===== src/rtl/snap_pkg.sv =====
package snap_pkg;

  localparam int unsigned WORD_W   = 24;
  localparam int unsigned BYTE_W   = 8;
  localparam int unsigned ADDR_W   = 8;
  localparam logic [1:0]  REGION_QTY = 2'b00;
  localparam logic [1:0]  REGION_IRQ = 2'b01;

  typedef enum logic [1:0] {
    SEL_LO   = 2'd0,
    SEL_MID  = 2'd1,
    SEL_HI   = 2'd2,
    SEL_NONE = 2'd3
  } byte_sel_e;

  typedef struct packed {
    logic      hit_qty;
    logic      hit_irq;
    logic [3:0] qidx;
    logic [5:0] iidx;
    byte_sel_e sel;
  } rd_dec_t;

endpackage


===== src/rtl/snap_rst_sync.sv =====
module snap_rst_sync #(
  parameter int unsigned STAGES = 2
) (
  input  logic clk,
  input  logic rst_n,
  output logic rst_sync_n
);
  logic [STAGES-1:0] chain_q;
  logic [STAGES-1:0] chain_d;

  always_comb begin
    chain_d = {chain_q[STAGES-2:0], 1'b1};
  end

  always_ff @(posedge clk or negedge rst_n) begin
    if (!rst_n) chain_q <= '0;
    else        chain_q <= chain_d;
  end

  assign rst_sync_n = chain_q[STAGES-1];
endmodule


===== src/rtl/snap_rd_decode.sv =====
module snap_rd_decode
  import snap_pkg::*;
#(
  parameter int unsigned NUM_QTY = 4,
  parameter int unsigned NUM_IRQ = 3
) (
  input  logic              rd_en,
  input  logic [ADDR_W-1:0] rd_addr,
  output rd_dec_t           dec
);
  localparam logic [4:0] QTY_LIM = 5'(NUM_QTY);
  localparam logic [6:0] IRQ_LIM = 7'(NUM_IRQ);

  logic in_qty_region;
  logic in_irq_region;
  logic qidx_ok;
  logic iidx_ok;
  logic sel_ok;

  always_comb begin
    in_qty_region = (rd_addr[7:6] == REGION_QTY);
    in_irq_region = (rd_addr[7:6] == REGION_IRQ);
    qidx_ok       = ({1'b0, rd_addr[5:2]} < QTY_LIM);
    iidx_ok       = ({1'b0, rd_addr[5:0]} < IRQ_LIM);
    sel_ok        = (rd_addr[1:0] != SEL_NONE);

    dec.qidx    = rd_addr[5:2];
    dec.iidx    = rd_addr[5:0];
    dec.sel     = byte_sel_e'(rd_addr[1:0]);
    dec.hit_qty = rd_en && in_qty_region && qidx_ok && sel_ok;
    dec.hit_irq = rd_en && in_irq_region && iidx_ok;
  end
endmodule


===== src/rtl/snap_word_latch.sv =====
module snap_word_latch #(
  parameter int unsigned W = 24
) (
  input  logic         clk,
  input  logic         rst_ni,
  input  logic         cap_en,
  input  logic [W-1:0] live,
  output logic [W-1:0] snap
);
  logic [W-1:0] snap_q;
  logic [W-1:0] snap_d;

  always_comb begin
    snap_d = snap_q;
    if (cap_en) snap_d = live;
  end

  always_ff @(posedge clk or negedge rst_ni) begin
    if (!rst_ni) snap_q <= '0;
    else         snap_q <= snap_d;
  end

  assign snap = snap_q;
endmodule


===== src/rtl/snap_latch_top.sv =====
module snap_latch_top
  import snap_pkg::*;
#(
  parameter int unsigned NUM_QTY = 4,
  parameter int unsigned NUM_IRQ = 3
) (
  input  logic                      clk,
  input  logic                      rst_n,
  input  logic                      rd_en,
  input  logic [7:0]                rd_addr,
  input  logic [NUM_QTY*24-1:0]     live_val,
  input  logic [NUM_IRQ*8-1:0]      irq_live,
  output logic [7:0]                rd_data
);
  localparam int unsigned QW = (NUM_QTY > 1) ? $clog2(NUM_QTY) : 1;
  localparam int unsigned IW = (NUM_IRQ > 1) ? $clog2(NUM_IRQ) : 1;

  logic                  rst_sync_n;
  rd_dec_t               dec;
  logic [WORD_W-1:0]     live_arr [NUM_QTY];
  logic [WORD_W-1:0]     snap_arr [NUM_QTY];
  logic [BYTE_W-1:0]     irq_arr  [NUM_IRQ];
  logic [NUM_QTY*24-1:0] snap_flat;
  logic [NUM_QTY-1:0]    cap_en;
  logic [BYTE_W-1:0]     rd_data_q;
  logic [BYTE_W-1:0]     rd_data_d;
  logic [WORD_W-1:0]     sel_live;
  logic [WORD_W-1:0]     sel_snap;
  logic [BYTE_W-1:0]     sel_irq;

  snap_rst_sync #(.STAGES(2)) u_rst_sync (
    .clk        (clk),
    .rst_n      (rst_n),
    .rst_sync_n (rst_sync_n)
  );

  snap_rd_decode #(.NUM_QTY(NUM_QTY), .NUM_IRQ(NUM_IRQ)) u_decode (
    .rd_en   (rd_en),
    .rd_addr (rd_addr),
    .dec     (dec)
  );

  for (genvar q = 0; q < NUM_QTY; q++) begin : g_qty
    assign live_arr[q] = live_val[q*24 +: 24];
    assign cap_en[q]   = dec.hit_qty && (dec.sel == SEL_HI) &&
                         (dec.qidx == 4'(q));

    snap_word_latch #(.W(WORD_W)) u_latch (
      .clk    (clk),
      .rst_ni (rst_sync_n),
      .cap_en (cap_en[q]),
      .live   (live_arr[q]),
      .snap   (snap_arr[q])
    );

    assign snap_flat[q*24 +: 24] = snap_arr[q];
  end

  for (genvar i = 0; i < NUM_IRQ; i++) begin : g_irq
    assign irq_arr[i] = irq_live[i*8 +: 8];
  end

  always_comb begin
    sel_live = live_arr[dec.qidx[QW-1:0]];
    sel_snap = snap_arr[dec.qidx[QW-1:0]];
    sel_irq  = irq_arr[dec.iidx[IW-1:0]];
  end

  always_comb begin
    rd_data_d = rd_data_q;
    if (rd_en) begin
      rd_data_d = '0;
      if (dec.hit_qty) begin
        unique case (dec.sel)
          SEL_HI:  rd_data_d = sel_live[23:16];
          SEL_MID: rd_data_d = sel_snap[15:8];
          SEL_LO:  rd_data_d = sel_snap[7:0];
          default: rd_data_d = '0;
        endcase
      end else if (dec.hit_irq) begin
        rd_data_d = sel_irq;
      end
    end
  end

  always_ff @(posedge clk or negedge rst_sync_n) begin
    if (!rst_sync_n) rd_data_q <= '0;
    else             rd_data_q <= rd_data_d;
  end

  assign rd_data = rd_data_q;
endmodule


===== config.mk =====
export PLATFORM = sky130hd
export DESIGN_NAME = snap_latch_top
export DESIGN_NICKNAME = d
export VERILOG_FILES = /design/src/rtl/snap_pkg.sv /design/src/rtl/snap_rst_sync.sv /design/src/rtl/snap_rd_decode.sv /design/src/rtl/snap_word_latch.sv /design/src/rtl/snap_latch_top.sv
export SDC_FILE = /design/constraint.sdc
export NUM_CORES = 1
export LEC_CHECK = 0
export BUFFER_PORTS_ARGS = -buffer_cell sky130_fd_sc_hd__buf_2
export CAP_MARGIN = 20
export CORE_MARGIN = 2
export CORE_UTILIZATION = 40
export DETAILED_ROUTE_END_ITERATION = 8
export GPL_TIMING_DRIVEN = 0
export PLACE_DENSITY_LB_ADDON = 0.08
export SLEW_MARGIN = 10
export SYNTH_ARGS = -nofsm -noshare
export SYNTH_HDL_FRONTEND = slang
export SYNTH_HIERARCHICAL = 1
export SYNTH_SLANG_ARGS = --single-unit

===== constraint.sdc =====
create_clock -name clk -period 3.7 [get_ports clk]
set_clock_uncertainty 0.15 [all_clocks]
set_input_delay 0.37 -clock clk [delete_from_list [all_inputs] [get_ports clk]]
set_output_delay 0.37 -clock clk [all_outputs]
set_load 0.05 [all_outputs]

==> results.toml <==
[timing]
fmax_mhz = 387.6
setup_tns_ns = 0
slew_violations = 0
min_period_over_period_pct = 69.72
hold_viol_final = 0
relSlewSlack_pct = 60.00
tightest_slew_ns = 0.6001
setup_viol = 0
rsz0062_at_grt = "false"
post-route-min-period_ns = 2.580

[finish]
antenna_cells = 0
final_layout_size_suffix_gt1_share_pct = 56.43
area_delta_synth_final_pct = 24.73
fill_cells = 957
fin_area_um2 = 5364
fin_nets = 585

[worst_setup_path]
reg2reg_from = "g_qty[3].u_latch/snap[6]"
path_buf_inv = 3
critPathTopFamily = "simple AND/OR/NAND/NOR gates"
critPathRequiredTime_ns = 3.79
critPathCaptureType = "flip-flop"
start_kind = "input port"
max_stage_delay_ns = 0.58
cp-startpoint = "rd_addr[7]"
crit_chain = "buf_2 -> or4b_1 -> a211oi_1 -> and4b_1 -> nor3b_1 -> buf_6 -> buf_12 -> mux2_4"
worst_path_max_delay_cell = "or4b_1"
worstSetupPathType = "input port to flip-flop"
arrival_ns = 2.67
crit_path_max_fanout = 10

[placed_design]
portBuffers = 138
place_area_um2 = 5185
gp_congestion = 0.7683
hpwl_um = 7719

[outcome]
status = "finished clean"

[clock_network]
numCtsBuffers = 9
cts.sinks = 74
clkLatencyLatePin_ns = 0.35
clk_pin_slew_ns = 0.08
h-tree-depth = 3
cts_tree = "yes"
cts_setup_buffers = 0
ctsResizeCount = 0
cts_root_buf = "clkbuf_8"
hold_buffers = 1
cts_buffer_depth = 2

[power_and_ir_drop]
comb_power_share_pct = 13.5
p_switching_mw = 0.4346
power.share.clock_pct = 34.5
sw_frac_of_total_pct = 26.97
ir_worst_vdd_mv = 0.2174
p_int_mw = 1.177
p_leak_nw = 2.722
sequentialPowerShare_pct = 52.0
power_density_nw_per_um2 = 300.4

[worst_hold_path]
min_from = "live_val[76]"
hold_path_class = "input port to flip-flop"

[grt]
grt_max_degree = 40
grt_first_pass_wirelength_um = 15800
gr-total-overflow = 0
antenna_found_initial = 0
gr-usage-all-layers_pct = 18.00
grt_pass1_vias = 3078

[drt]
ant_nets = 0
first_pass_iters = 4
wl_um = 10100
drt_iter0_drc = 57
drc = 0
wire_per_inst_um = 16.98
vias = 2948
viasPerCell = 4.955

[floorplan]
die_height_um = 107.7
initial_utilization_pct = 41.47
die_w_um = 107.7
boundaryPins = 139
die-area_um2 = 11600
core_um2 = 10370
row_count = 37

[synthesis]
ys_warn_count = 6
synth.avg_cell_area_um2 = 14.19
syn-cell-area_um2 = 4300
syn-num-nets = 434
syn_inst = 303

[flow_run]
cap_violations = 0
[layout make-up]
class                           instances  area (um^2)  area share (%)
Sequential cell                        74         1856           34.59
Clock inverter                          7        45.04          0.8397
Buffer                                 33        344.1           6.415
Multi-Input combinational cell        196         2105           39.23
Tap cell                              136        170.2           3.172
Timing Repair Buffer                  140        720.7           13.44
Clock buffer                            9        123.9           2.309
[sequential cells by signal, summed over array words and instances, names as in the netlist]
register and cells:
g_qty.u_latch/snap 64, rd_data 8, u_rst_sync/chain_q 2
[worst register-to-register path, stage by stage (launching register included)]
cell and delay (ns):
dfrtp_1 0.39, mux4_1 0.54, and2_1 0.20, o31ai_1 0.28, a21oi_1 0.11
[power by group through the flow]
stage	Combinational (mW)	Clock (mW)	Sequential, mW
after floorplan	0.0918	0	0.875
after global placement	0.207	0	0.861
after detailed placement	0.221	0	0.854
after CTS	0.222	0.576	0.838
after global routing	0.240	0.608	0.841
final	0.218	0.556	0.837
[per-stage QoR]
step | power (mW) | cells | utilization (%) | worst slack (ns) | hold slack, ns
final | 1.611 | 595 | 51.73 | 1.120 | 0.09067
after global routing | 1.689 | 595 | 51.73 | 1.059 | 0.06897
after CTS | 1.636 | 595 | 51.73 | 1.146 | 0.07353
after detailed placement | 1.075 | 578 | 50.00 | 0.7668 | 0.006951
after global placement | 1.068 | 577 | 49.77 | 0.4265 | 0.005520
after floorplan | 0.9665 | 303 | - | 1.144 | -0.07559
[worst paths after layout]
kind / to / slack, ns / cells after the start
worst max-delay path: g_qty[0].u_latch/snap[11] / 1.12 / 8
worst min-delay path: g_qty[3].u_latch/snap[4] / 0.09 / 2
worst max register to register: rd_data[6] / 1.91 / 4
worst min register to register: g_qty[3].u_latch/snap[11] / 0.14 / 0
max in group asynchronous: g_qty[2].u_latch/snap[7] / 2.69 / 1
min in group asynchronous: g_qty[3].u_latch/snap[11] / 0.14 / 0
[cell usage in the layout, fill, tap and decap left out, drive strengths merged, types with 2 or more instances in the layout]
cell type and count:
a21oi 8, and2 24, buf 166, clkbuf 15, clkinv 5, dfrtp 74
mux2 64, mux2i 24, mux4 16, nand2 2, nand2b 2, nor2 20
nor2b 3, o21ai 8, o221ai 8, o31ai 8
[routing by layer]
| layer | part of all wire, % | wire, um | global-route usage [%] |
|---|---|---|---|
| met1 | 46 | 4624 | 23.69 |
| met2 | 46 | 4641 | 28.66 |
| met3 | 6.6 | 665 | 4.722 |
| met4 | 1.7 | 170 | 6.410 |
| met5 | 0 | 0 | 0 |
Note: power is estimated with default switching activity, not from simulation.
